<file path="src/rtl/irq_vec_pkg.sv">
`timescale 1ns/1ps
package irq_vec_pkg;

   // fixed register offsets (byte addresses)
   localparam int unsigned OFF_REV    = 'h000;
   localparam int unsigned OFF_CFG    = 'h010;
   localparam int unsigned OFF_STAT   = 'h014;
   localparam int unsigned OFF_ACT    = 'h040;
   localparam int unsigned OFF_ACK    = 'h048;
   localparam int unsigned OFF_BANK0  = 'h080;
   localparam int unsigned BANK_STEP  = 'h020;
   localparam int unsigned OFF_LINE0  = 'h100;
   localparam int unsigned DATA_W     = 32;

   // register slots inside one bank window
   typedef enum logic [2:0] {
      BK_NONE,
      BK_RAW,
      BK_MASK,
      BK_CLR,
      BK_SET,
      BK_PEND
   } bank_sel_e;

   function automatic bank_sel_e bank_slot(input logic [4:0] sub);
      case (sub)
         5'h00:   return BK_RAW;
         5'h04:   return BK_MASK;
         5'h08:   return BK_CLR;
         5'h0C:   return BK_SET;
         5'h18:   return BK_PEND;
         default: return BK_NONE;
      endcase
   endfunction

endpackage

</file>
<file path="src/rtl/irq_mask_bank.sv">
`timescale 1ns/1ps
module irq_mask_bank #(
   parameter int W = 32
) (
   input  logic         clk,
   input  logic         rst_n,
   input  logic         clear_all,
   input  logic         wr_clr,
   input  logic         wr_set,
   input  logic [W-1:0] wdata,
   input  logic [W-1:0] src,
   output logic [W-1:0] mask_o,
   output logic [W-1:0] pend_o
);

   logic [W-1:0] mask_q;

   always_ff @(posedge clk or negedge rst_n) begin
      if (!rst_n) begin
         mask_q <= '1;
      end else if (clear_all) begin
         mask_q <= '1;
      end else if (wr_clr) begin
         mask_q <= mask_q & ~wdata;
      end else if (wr_set) begin
         mask_q <= mask_q | wdata;
      end
   end

   assign mask_o = mask_q;
   assign pend_o = src & ~mask_q;

   // clear alias: ones clear, zeros leave bits alone
   assert_clr_alias_R2: assert property (@(posedge clk) disable iff (!rst_n)
      (wr_clr && !clear_all) |=>
         (((mask_o & $past(wdata)) == '0) &&
          ((mask_o & ~$past(wdata)) == ($past(mask_o) & ~$past(wdata)))));

   // set alias: ones set, zeros leave bits alone
   assert_set_alias_R3: assert property (@(posedge clk) disable iff (!rst_n)
      (wr_set && !wr_clr && !clear_all) |=>
         (((mask_o & $past(wdata)) == $past(wdata)) &&
          ((mask_o & ~$past(wdata)) == ($past(mask_o) & ~$past(wdata)))));

endmodule

</file>
<file path="src/rtl/irq_prio_pick.sv">
`timescale 1ns/1ps
module irq_prio_pick #(
   parameter int N    = 96,
   parameter int ID_W = $clog2(N)
) (
   input  logic            clk,
   input  logic            rst_n,
   input  logic [N-1:0]    req,
   output logic            valid_o,
   output logic [ID_W-1:0] idx_o
);

   always_comb begin
      idx_o = '0;
      for (int i = N - 1; i >= 0; i--) begin
         if (req[i]) idx_o = ID_W'(i);
      end
   end

   assign valid_o = |req;

   // the winner is a real request and nothing below it is asking
   assert_lowest_wins_R5: assert property (@(posedge clk) disable iff (!rst_n)
      valid_o |-> (req[idx_o] &&
                   ((req & ((N'(1) << idx_o) - N'(1))) == '0)));

endmodule

</file>
<file path="src/rtl/irq_soft_rst.sv">
`timescale 1ns/1ps
module irq_soft_rst #(
   parameter int CYCLES = 4
) (
   input  logic clk,
   input  logic rst_n,
   input  logic start,
   output logic busy_o
);

   localparam int CW = $clog2(CYCLES + 1);

   if (CYCLES < 1) begin : g_bad_cycles
      $error("irq_soft_rst: CYCLES must be at least 1");
   end

   logic [CW-1:0] cnt_q;

   always_ff @(posedge clk or negedge rst_n) begin
      if (!rst_n) begin
         cnt_q <= '0;
      end else if (cnt_q != '0) begin
         cnt_q <= cnt_q - CW'(1);
      end else if (start) begin
         cnt_q <= CW'(CYCLES);
      end
   end

   assign busy_o = (cnt_q != '0);

   // a started reset runs down one step per cycle, a new start is ignored
   assert_countdown_R8: assert property (@(posedge clk) disable iff (!rst_n)
      (cnt_q != '0) |=> (cnt_q == $past(cnt_q) - CW'(1)));

   assert_start_R8: assert property (@(posedge clk) disable iff (!rst_n)
      (start && !busy_o) |=> (cnt_q == CW'(CYCLES)));

endmodule

</file>
<file path="src/rtl/irq_vector_ctrl.sv">
`timescale 1ns/1ps
module irq_vector_ctrl
   import irq_vec_pkg::*;
#(
   parameter int NUM_SRC     = 96,
   parameter int BANK_W      = 32,
   parameter int CFG_W       = 8,
   parameter int SRST_CYCLES = 4,
   parameter int REV_MAJOR   = 2,
   parameter int REV_MINOR   = 1,
   parameter int ADDR_W      = 12
) (
   input  logic               clk,
   input  logic               rst_n,
   input  logic [NUM_SRC-1:0] src_i,
   input  logic [ADDR_W-1:0]  bus_addr,
   input  logic               bus_wr,
   input  logic [31:0]        bus_wdata,
   input  logic               bus_rd,
   output logic [31:0]        bus_rdata,
   output logic               irq_o
);

   localparam int NBANK     = NUM_SRC / BANK_W;
   localparam int ID_W      = $clog2(NUM_SRC);
   localparam int BK_IDX_W  = (NBANK > 1) ? $clog2(NBANK) : 1;
   localparam int BANK_END  = OFF_BANK0 + NBANK * BANK_STEP;
   localparam int LINE_END  = OFF_LINE0 + 4 * NUM_SRC;

   localparam logic [ADDR_W-1:0] A_REV   = ADDR_W'(OFF_REV);
   localparam logic [ADDR_W-1:0] A_CFG   = ADDR_W'(OFF_CFG);
   localparam logic [ADDR_W-1:0] A_STAT  = ADDR_W'(OFF_STAT);
   localparam logic [ADDR_W-1:0] A_ACT   = ADDR_W'(OFF_ACT);
   localparam logic [ADDR_W-1:0] A_ACK   = ADDR_W'(OFF_ACK);
   localparam logic [ADDR_W-1:0] A_BK_LO = ADDR_W'(OFF_BANK0);
   localparam logic [ADDR_W-1:0] A_BK_HI = ADDR_W'(BANK_END);
   localparam logic [ADDR_W-1:0] A_LN_LO = ADDR_W'(OFF_LINE0);
   localparam logic [ADDR_W-1:0] A_LN_HI = ADDR_W'(LINE_END);

   // elaboration-time parameter checks
   if (NUM_SRC % BANK_W != 0) begin : g_bad_banking
      $error("irq_vector_ctrl: NUM_SRC must be a multiple of BANK_W");
   end
   if (BANK_W > DATA_W) begin : g_bad_bank_w
      $error("irq_vector_ctrl: BANK_W must fit the data bus");
   end
   if (BANK_END > OFF_LINE0) begin : g_bad_nbank
      $error("irq_vector_ctrl: bank windows overlap the line words");
   end
   if (LINE_END > (1 << ADDR_W) || ADDR_W < ID_W + 2) begin : g_bad_addr
      $error("irq_vector_ctrl: ADDR_W too small for the line words");
   end
   if (ID_W > 7 || CFG_W > DATA_W || CFG_W < 1) begin : g_bad_widths
      $error("irq_vector_ctrl: source count or CFG_W out of range");
   end
   if (REV_MAJOR > 15 || REV_MINOR > 15) begin : g_bad_rev
      $error("irq_vector_ctrl: revision fields are 4 bits each");
   end

   // ---------------------------------------------------------------
   // address decode
   // ---------------------------------------------------------------
   logic [ADDR_W-1:0]   bk_off;
   logic [ADDR_W-1:0]   ln_off;
   logic [BK_IDX_W-1:0] bk_idx;
   logic [ID_W-1:0]     line_idx;
   logic                in_bank;
   logic                in_line;
   bank_sel_e           bk_sel;

   assign bk_off   = bus_addr - A_BK_LO;
   assign ln_off   = bus_addr - A_LN_LO;
   assign bk_idx   = bk_off[5 +: BK_IDX_W];
   assign line_idx = ln_off[2 +: ID_W];
   assign in_bank  = (bus_addr >= A_BK_LO) && (bus_addr < A_BK_HI);
   assign in_line  = (bus_addr >= A_LN_LO) && (bus_addr < A_LN_HI) &&
                     (bus_addr[1:0] == 2'b00);
   assign bk_sel   = in_bank ? bank_slot(bk_off[4:0]) : BK_NONE;

   // ---------------------------------------------------------------
   // soft reset sequencer
   // ---------------------------------------------------------------
   logic srst_busy;
   logic wr_ok;
   logic srst_go;
   logic ack_fire;

   assign wr_ok    = bus_wr && !srst_busy;
   assign srst_go  = wr_ok && (bus_addr == A_CFG) && bus_wdata[1];
   assign ack_fire = wr_ok && (bus_addr == A_ACK) && bus_wdata[0];

   irq_soft_rst #(.CYCLES(SRST_CYCLES)) u_srst (
      .clk    (clk),
      .rst_n  (rst_n),
      .start  (srst_go),
      .busy_o (srst_busy)
   );

   // ---------------------------------------------------------------
   // mask banks
   // ---------------------------------------------------------------
   logic [NUM_SRC-1:0] mask_all;
   logic [NUM_SRC-1:0] pend_all;

   for (genvar b = 0; b < NBANK; b++) begin : g_bank
      logic hit;
      assign hit = wr_ok && (bk_idx == BK_IDX_W'(b));

      irq_mask_bank #(.W(BANK_W)) u_bank (
         .clk       (clk),
         .rst_n     (rst_n),
         .clear_all (srst_busy),
         .wr_clr    (hit && (bk_sel == BK_CLR)),
         .wr_set    (hit && (bk_sel == BK_SET)),
         .wdata     (bus_wdata[BANK_W-1:0]),
         .src       (src_i[b*BANK_W +: BANK_W]),
         .mask_o    (mask_all[b*BANK_W +: BANK_W]),
         .pend_o    (pend_all[b*BANK_W +: BANK_W])
      );
   end

   // ---------------------------------------------------------------
   // selection and active slot
   // ---------------------------------------------------------------
   logic            pick_v;
   logic [ID_W-1:0] pick_n;
   logic            act_vld_q;
   logic [ID_W-1:0] act_num_q;

   irq_prio_pick #(.N(NUM_SRC), .ID_W(ID_W)) u_pick (
      .clk     (clk),
      .rst_n   (rst_n),
      .req     (pend_all),
      .valid_o (pick_v),
      .idx_o   (pick_n)
   );

   always_ff @(posedge clk or negedge rst_n) begin
      if (!rst_n) begin
         act_vld_q <= 1'b0;
         act_num_q <= '0;
      end else if (srst_busy || ack_fire) begin
         act_vld_q <= 1'b0;
         act_num_q <= '0;
      end else if (!act_vld_q && pick_v) begin
         act_vld_q <= 1'b1;
         act_num_q <= pick_n;
      end
   end

   assign irq_o = act_vld_q;

   // ---------------------------------------------------------------
   // configuration bit and per-line words
   // ---------------------------------------------------------------
   logic             cfg_b0_q;
   logic [CFG_W-1:0] line_cfg_q [NUM_SRC];

   always_ff @(posedge clk or negedge rst_n) begin
      if (!rst_n) begin
         cfg_b0_q <= 1'b0;
      end else if (srst_busy) begin
         cfg_b0_q <= 1'b0;
      end else if (wr_ok && (bus_addr == A_CFG)) begin
         cfg_b0_q <= bus_wdata[0];
      end
   end

   always_ff @(posedge clk or negedge rst_n) begin
      if (!rst_n) begin
         for (int i = 0; i < NUM_SRC; i++) line_cfg_q[i] <= '0;
      end else if (srst_busy) begin
         for (int i = 0; i < NUM_SRC; i++) line_cfg_q[i] <= '0;
      end else if (wr_ok && in_line) begin
         line_cfg_q[line_idx] <= bus_wdata[CFG_W-1:0];
      end
   end

   // ---------------------------------------------------------------
   // read path
   // ---------------------------------------------------------------
   logic [31:0]       rd_val;
   logic [BANK_W-1:0] bk_raw;
   logic [BANK_W-1:0] bk_mask;
   logic [BANK_W-1:0] bk_pend;

   assign bk_raw  = src_i[int'(bk_idx) * BANK_W +: BANK_W];
   assign bk_mask = mask_all[int'(bk_idx) * BANK_W +: BANK_W];
   assign bk_pend = pend_all[int'(bk_idx) * BANK_W +: BANK_W];

   always_comb begin
      rd_val = '0;
      if (bus_addr == A_REV) begin
         rd_val = {24'd0, 4'(REV_MAJOR), 4'(REV_MINOR)};
      end else if (bus_addr == A_CFG) begin
         rd_val = {30'd0, srst_busy, cfg_b0_q};
      end else if (bus_addr == A_STAT) begin
         rd_val = {31'd0, !srst_busy};
      end else if (bus_addr == A_ACT) begin
         rd_val = 32'(act_num_q);
      end else if (in_line) begin
         rd_val = 32'(line_cfg_q[line_idx]);
      end else begin
         case (bk_sel)
            BK_RAW:  rd_val = 32'(bk_raw);
            BK_MASK: rd_val = 32'(bk_mask);
            BK_PEND: rd_val = 32'(bk_pend);
            default: rd_val = '0;
         endcase
      end
   end

   always_ff @(posedge clk or negedge rst_n) begin
      if (!rst_n) begin
         bus_rdata <= '0;
      end else if (bus_rd) begin
         bus_rdata <= rd_val;
      end
   end

   // ---------------------------------------------------------------
   // assertions
   // ---------------------------------------------------------------
   assert_take_lowest_R5: assert property (@(posedge clk) disable iff (!rst_n)
      (!irq_o && pick_v && !srst_busy && !ack_fire) |=>
         (irq_o && act_num_q == $past(pick_n)));

   assert_hold_active_R6: assert property (@(posedge clk) disable iff (!rst_n)
      (irq_o && !ack_fire && !srst_busy) |=>
         (irq_o && $stable(act_num_q)));

   assert_ack_release_R7: assert property (@(posedge clk) disable iff (!rst_n)
      ack_fire |=> (!irq_o && act_num_q == '0));

   assert_srst_clears_R8: assert property (@(posedge clk) disable iff (!rst_n)
      srst_busy |=> (!irq_o && mask_all == '1 && !cfg_b0_q));

   assert_idle_reads_zero_R1: assert property (@(posedge clk) disable iff (!rst_n)
      !irq_o |-> (act_num_q == '0));

endmodule

</file>
<file path="config.mk">
export PLATFORM = sky130hd
export DESIGN_NAME = irq_vector_ctrl
export DESIGN_NICKNAME = d
export VERILOG_FILES = /design/src/rtl/irq_vec_pkg.sv /design/src/rtl/irq_mask_bank.sv /design/src/rtl/irq_prio_pick.sv /design/src/rtl/irq_soft_rst.sv /design/src/rtl/irq_vector_ctrl.sv
export SDC_FILE = /design/constraint.sdc
export NUM_CORES = 2
export LEC_CHECK = 0
export ABC_AREA = 0
export BUFFER_PORTS_ARGS = -buffer_cell sky130_fd_sc_hd__buf_4
export CORE_ASPECT_RATIO = 1.2
export CORE_MARGIN = 3
export CORE_UTILIZATION = 68
export DETAILED_ROUTE_END_ITERATION = 10
export PLACE_DENSITY = 0.86
export SYNTH_ARGS = -nofsm -noshare
export SYNTH_HDL_FRONTEND = slang
export SYNTH_SLANG_ARGS = --single-unit
</file>
<file path="constraint.sdc">
create_clock -name clk -period 6 [get_ports clk]
set_clock_uncertainty 0.15 [all_clocks]
set_input_delay 0.6 -clock clk [delete_from_list [all_inputs] [get_ports clk]]
set_output_delay 0.6 -clock clk [all_outputs]
set_load 0.05 [all_outputs]
</file>
-- Yosys cells after proc, flatten, opt, wreduce, memory -nomap -nowiden
Cells that the tools add are included.
- bitwise gates (word level): 14
- reductions and logical operators: 36
- order comparisons: 6
- shift operators: 3
- $add $sub $neg: 3
- mux-type cells: 129
- eq/ne operators: 15
- operator list (kind ; count):
    $mux W768 ; 2
    $bwmux W768 ; 1
    $mux W7 ; 98
    $mux W32 ; 14
    $shiftx A96 B8 Y32 ; 3
    $and A32 B32 Y32 ; 6
    $not A32 Y32 ; 4
    $or A32 B32 Y32 ; 3
    $pmux W32 S3 ; 1
    $reduce_or A96 Y1 ; 1
    $bmux W8 S7 ; 1
    $demux W8 S7 ; 1
    $eq A12 B5 Y1 const B ; 2
    $eq A12 B7 Y1 const B ; 2
    $mux W8 ; 3
    $logic_and A1 B1 Y1 ; 20
    $pmux W3 S5 ; 1
    $ge A12 B8 Y1 const B ; 1
    $ge A12 B9 Y1 const B ; 1
    $logic_not A12 Y1 ; 1
    $lt A12 B10 Y1 const B ; 1
    $lt A12 B8 Y1 const B ; 1
    $reduce_bool A3 Y1 ; 4
    $eq A5 B4 Y1 const B ; 2
    20 further kinds ; 32
- logic and storage cells: 310
- bits of input ports: 144
- flip-flop bits (word level): 908
- output and inout port bits: 33

-- Logic depth before layout (Yosys ltp)
- word-level depth: 100
- depth in mapped cells: 12
- depth with buffers taken out: 8

-- Hierarchy
Synthesis repeated with hierarchy kept, for this count alone.
- cells, all modules: 4545
- area total of the unflattened synthesis: 48530.3 µm²
- by module, submodules not included (module ; seq. area each (µm²) ; area each (µm²) ; cells each ; times used):
    irq_vector_ctrl ; 20244.4 ; 42050.3 ; 3891 ; 1
    irq_mask_bank (g_bank[1].u_bank ...) ; 840.8 ; 1702.9 ; 140 ; 2
    irq_mask_bank (g_bank[0].u_bank) ; 840.8 ; 1661.6 ; 140 ; 1
    irq_prio_pick ; 0.0 ; 1270.0 ; 218 ; 1
    irq_soft_rst ; 75.1 ; 142.6 ; 16 ; 1

-- Least setup slack after synthesis
Ideal clock, no wire load.
- path kind: input to register
- start: in bus_addr[2]
- end: reg bus_rdata[1]
- cell stages on the path: 12
- library setup time: 0.126 ns
- data required time: 5.724 ns
- slack: 2.829 ns
- buffers on the path: 5
- arrival time: 2.895 ns
- cell sequence: buf_2 -> buf_2 -> buf_2 -> buf_2 -> buf_2 -> mux2i_1 -> a22oi_1 -> o211ai_1 -> nand4_1 -> a211oi_1 -> a21oi_1 -> a221o_1
- longest elaborated chain between the ends: 11
- elaborated cells between the ends (all ways): 36
- classes of those cells: add/sub (2); order compare (4); eq/ne (10); shift (3); mux (11); bitwise (1); reduce/logical (5)
- ends and longest elaborated chain (what ; line ; text):
    start, declared ; irq_vector_ctrl.sv:16 ; input logic [ADDR_W-1:0] bus_addr,
    branches (longest 10 deep; another with $sub A9 B9 Y9) ; -- ;
    $mux W32 * ; irq_vector_ctrl.sv:193 ; if (bus_addr == A_REV) begin
    end signal, assigned ; irq_vector_ctrl.sv:217 ; bus_rdata <= rd_val;
    end, declared ; irq_vector_ctrl.sv:20 ; output logic [31:0] bus_rdata,
Mark *: on every way between the ends. The select of a mux whose other input is x is not followed.
A chain may end at the register's enable or synchronous reset.

-- Worst setup path after layout
- start: in bus_addr[7]
- end: reg line_cfg_q[681] (netlist name)
- longest elaborated chain between the ends: 9
- elaborated cells between the ends (all ways): 16
- classes of those cells: add/sub (1); order compare (4); mux (5); bitwise (1); reduce/logical (5)
- ends and longest elaborated chain (what ; line ; text):
    $sub A9 B9 Y9 ; irq_vector_ctrl.sv:72 ; assign ln_off = bus_addr - A_LN_LO;
    $not A7 Y8 (not written as such) ; irq_vector_ctrl.sv:175 ; line_cfg_q[line_idx] <= bus_wdata[CFG_W-1:0];
    $ge A8 B8 Y1 (not written as such) / $lt A8 B1 Y1 (equally long branches) ; irq_vector_ctrl.sv:175 ;
    $logic_and A1 B1 Y1 (not written as such) ; irq_vector_ctrl.sv:175 ;
    $mux W8 (not written as such) ; irq_vector_ctrl.sv:175 ;
    $demux W8 S7 ; irq_vector_ctrl.sv:175 ;
    $bwmux W768 ; irq_vector_ctrl.sv:175 ;
    $mux W768 ; irq_vector_ctrl.sv:174 ; end else if (wr_ok && in_line) begin
    $mux W768 ; irq_vector_ctrl.sv:172 ; end else if (srst_busy) begin
    end signal, assigned by index ; irq_vector_ctrl.sv:175 ;
    end, declared ; irq_vector_ctrl.sv:157 ; logic [CFG_W-1:0] line_cfg_q [NUM_SRC];
Several ways; a longest one is shown, not always the timed one. The select of a mux whose other input is x is not followed.

==> results.py <==
metrics = {
    "status": {
        "status": "complete, no violations",
    },
    "routing": {
        "ant_nets": 0,
        "first_pass_iters": 10,
        "drt_iter0_drc": 6249,
        "via_count": 42300,
        "drcViolationCount": 0,
        "detail_route.wl_per_cell_um": 27.6,
        "vias_per_cell": 7.24,
        "drt-total-wl_um": 161000,
    },
    "floorplanning": {
        "core_area_mm2": 0.0690,
        "die_y_um": 297,
        "std_cell_rows": 105,
        "start_util_pct": 69.4,
        "dieArea_mm2": 0.0736,
        "die_x_um": 248,
        "io_pins": 177,
    },
    "worst_setup_path": {
        "r2r_slack_ns": 2.46,
        "cp_cell_sequence": "buf_4 -> or3b_2 -> a21oi_2 -> and2_1 -> nand3b_4 -> nor3_2 -> mux2i_1 -> nor2_1",
        "cpLargestDelayFamily": "simple AND/OR/NAND/NOR gates",
        "end_kind": "flop",
        "rr_worst_depth": 7,
        "worst-path-stages": 8,
        "required_ns": 6.34,
        "rr_startpoint": "g_bank[2].u_bank.mask_o[10]",
        "slowest_delay_ns": 0.91,
        "path_buf_inv": 1,
        "cp-start-kind": "input port",
        "criticalPathCategory": "in -> reg",
        "cp_slowest_cell": "nor3_2",
        "critPathArrivalTime_ns": 4.37,
        "cp_max_fo": 30,
        "reg2reg_to": "act_num_q[0]",
    },
    "synth": {
        "synth_area_leaders": "dfrtp_1 42%, mux4_2 9.1%, mux2i_1 6.6%",
        "synth_top_family_by_area": "compound AO/OA/AOI/OAI gates",
        "synth_xor_area_share_pct": 0,
        "syn_avg_cell_area_um2": 9.66,
        "muxShareOfSynthArea_pct": 15.8,
        "syn-instance-count": 4953,
        "seq_area_frac_synth_pct": 47.7,
        "synth_cell_type_count": 77,
        "yosysTopAreaCell": "dfrtp_1",
        "async_flop_share_pct": 100,
        "synthFlopType": "dfrtp_1",
        "synthAdderAreaFrac_pct": 0.0261,
        "synthMostInstantiatedCell": "nand2_1",
        "syn_nets": 5098,
        "yosysWarnings": 0,
        "synth_compound_area_share_pct": 16.9,
        "synth_top_area_share_pct": 42.5,
        "yosys.area_share.simple_pct": 15.6,
        "synth_commonest_cells": "829 x nand2_1, 812 x dfrtp_1, 581 x a21oi_1, 536 x o21ai_0, 386 x nor2_1",
        "synth_area_mm2": 0.0479,
        "synth_edf_count": 0,
        "ys_ff_latch": 908,
    },
    "worst_hold_path": {
        "hold_end": "g_bank[2].u_bank.mask_o[15]",
        "hp-class": "in -> reg",
        "worstHoldPathCells": 2,
        "min_from": "bus_wdata[15]",
    },
    "placement": {
        "io_buffers": 176,
        "post-place-ws_ns": 1.43,
        "gp_congestion": 1.01,
        "placed_area_mm2": 0.0494,
        "hpwl_um": 97400,
    },
    "layout": {
        "utilization_pct": 76.3,
        "regArea_mm2": 0.0228,
        "final_nets": 5003,
        "syn2layout_area_growth_pct": 9.93,
        "n_fill_cell": 4393,
        "multi_input_area_mm2": 0.0232,
        "fin_area_mm2": 0.0526,
        "drive_above_1_share_pct": 15.8,
    },
    "pwr": {
        "power.switching_mw": 5.36,
        "leakage_nw": 20.6,
        "combinationalPowerShare_pct": 21.2,
        "p_per_area_mw_per_mm2": 310,
        "clkPwrFrac_pct": 37.4,
        "switching_share_pct": 32.9,
        "pwr-share-seq_pct": 41.4,
        "p_int_mw": 10.9,
        "ir_drop_v": 0.000559,
    },
    "timing": {
        "tightestPinTransition_ns": 1.33,
        "maxSlewViolCount": 0,
        "fmax_mhz": 248,
        "setup_ws_ns": 1.97,
        "max_slew_margin_pct": 10.1,
        "rsz0062_at_grt": "no",
        "setup_viol": 0,
        "finalSetupTns_ns": 0,
        "finalCritPeriodShare_pct": 67.2,
        "fin_crit_ns": 4.03,
        "final-hold-violation-count": 0,
    },
    "clocking": {
        "numCtsBuffers": 90,
        "clock_path_buffers": 3,
        "root_buffer": "clkbuf_16",
        "cts.clk_slew.worst_paths_ns": 0.07,
        "numClockSinks": 908,
        "cts-htree-levels": 3,
        "cts_tree": "built",
        "clock_latency_ns": 0.68,
        "cts_setup_buffers": 0,
    },
    "global_routing": {
        "grt_pass1_wl_um": 246000,
        "overflow": 0,
        "grtUsageTotal_pct": 43.7,
        "antenna_found_initial": 10,
        "grt_max_degree": 218,
        "grt_pass1_vias": 41600,
    },
    "job": {
        "cap_violations": 0,
    },
}
worst max-delay path by stage:
stage,from,to,slack [ns]
finish,bus_addr[7],line_cfg_q[681],1.97
detailed placement,bus_addr[7],line_cfg_q[54],1.43
CTS,bus_addr[7],line_cfg_q[681],2.12
floorplan,bus_addr[2],bus_rdata[1],2.83
global route,bus_addr[7],line_cfg_q[517],1.83
global placement,bus_addr[7],line_cfg_q[47],1.59
cell families (layout without fill, tap and decap cells):
kind of cell	Yosys count	count (layout)
other	0	4
and+or+nand+nor	1661	1661
DFF	908	908
adders and majority gates	1	1
buffers and inverters	464	443
muxes	513	513
AOI/OAI and AO/OA	1406	1406
layer usage:
metal	up-vias	share of wire (%)	GRT usage, %
met5	-	0.077	0.392
met1	20500	33	54.8
met2	3376	45	67.0
li1	17500	-	-
met3	896	13	12.2
met4	12	8.3	29.3
flip-flops by register name (all words and copies together) (netlist names):
register and flops:
cfg_b0_q 1, irq_o 1, g_bank.u_bank.mask_o 96, act_num_q 7, line_cfg_q 768, bus_rdata 32
u_srst.cnt_q 3
area by class of cell:
| cell class | count | area share [%] |
|---|---|---|
| Clock inverter | 41 | 1.03 |
| Multi-Input combinational cell | 3581 | 44.1 |
| Sequential cell | 908 | 43.4 |
| Antenna cell | 4 | 0.0190 |
| Timing Repair Buffer | 259 | 4.15 |
| Clock buffer | 125 | 4.98 |
| Tap cell | 909 | 2.16 |
| Inverter | 18 | 0.143 |
per-stage QoR:
step           instances  hold WS (ns)  power, mW
2_1_floorplan       4953         0.154       8.95
3_3_place_gp        5674         0.325       10.1
3_5_place_dp        5674         0.335       10.1
4_1_cts             5841        0.0405       16.1
5_1_grt             5841        0.0665       16.7
6_report            5845        0.0514       16.3
what timing repair did:
item	CTS	global route
resized for setup	0	0
hold buffers	1	0
hold endpoints to repair	61	0
power groups by stage:
stage | clock (mW) | sequential [mW] | combinational (mW)
floorplan | 0 | 6.76 | 2.19
global placement | 0 | 6.82 | 3.30
detailed placement | 0 | 6.83 | 3.30
CTS | 6.08 | 6.73 | 3.32
global route | 6.34 | 6.77 | 3.64
finish | 6.10 | 6.75 | 3.46
layout by cell type, fill, tap and decap left out, drive strengths merged, types with 6 or more instances in the layout:
cell type	synthesis	final
a221o	94	94
a32o	25	25
nor2	396	396
a221oi	11	11
mux4	194	194
or3	6	6
clkinv	2	23
a22oi	30	30
a32oi	6	6
nand3	158	158
dfstp	96	96
buf	92	257
or2	7	7
bufinv	0	11
nand2	829	829
mux2i	317	317
a31oi	24	24
o211ai	20	20
nand4	30	30
nor2b	60	60
o22ai	9	9
nor4	17	17
nor3	33	33
a211oi	14	14
and4	7	7
nand2b	88	88
o2111ai	8	8
clkbuf	354	126
or4	6	6
dfrtp	812	812
and3	6	6
inv	16	20
and2	7	7
o21ai	540	540
a21oi	582	582
Power figures use the tool's default switching activity.
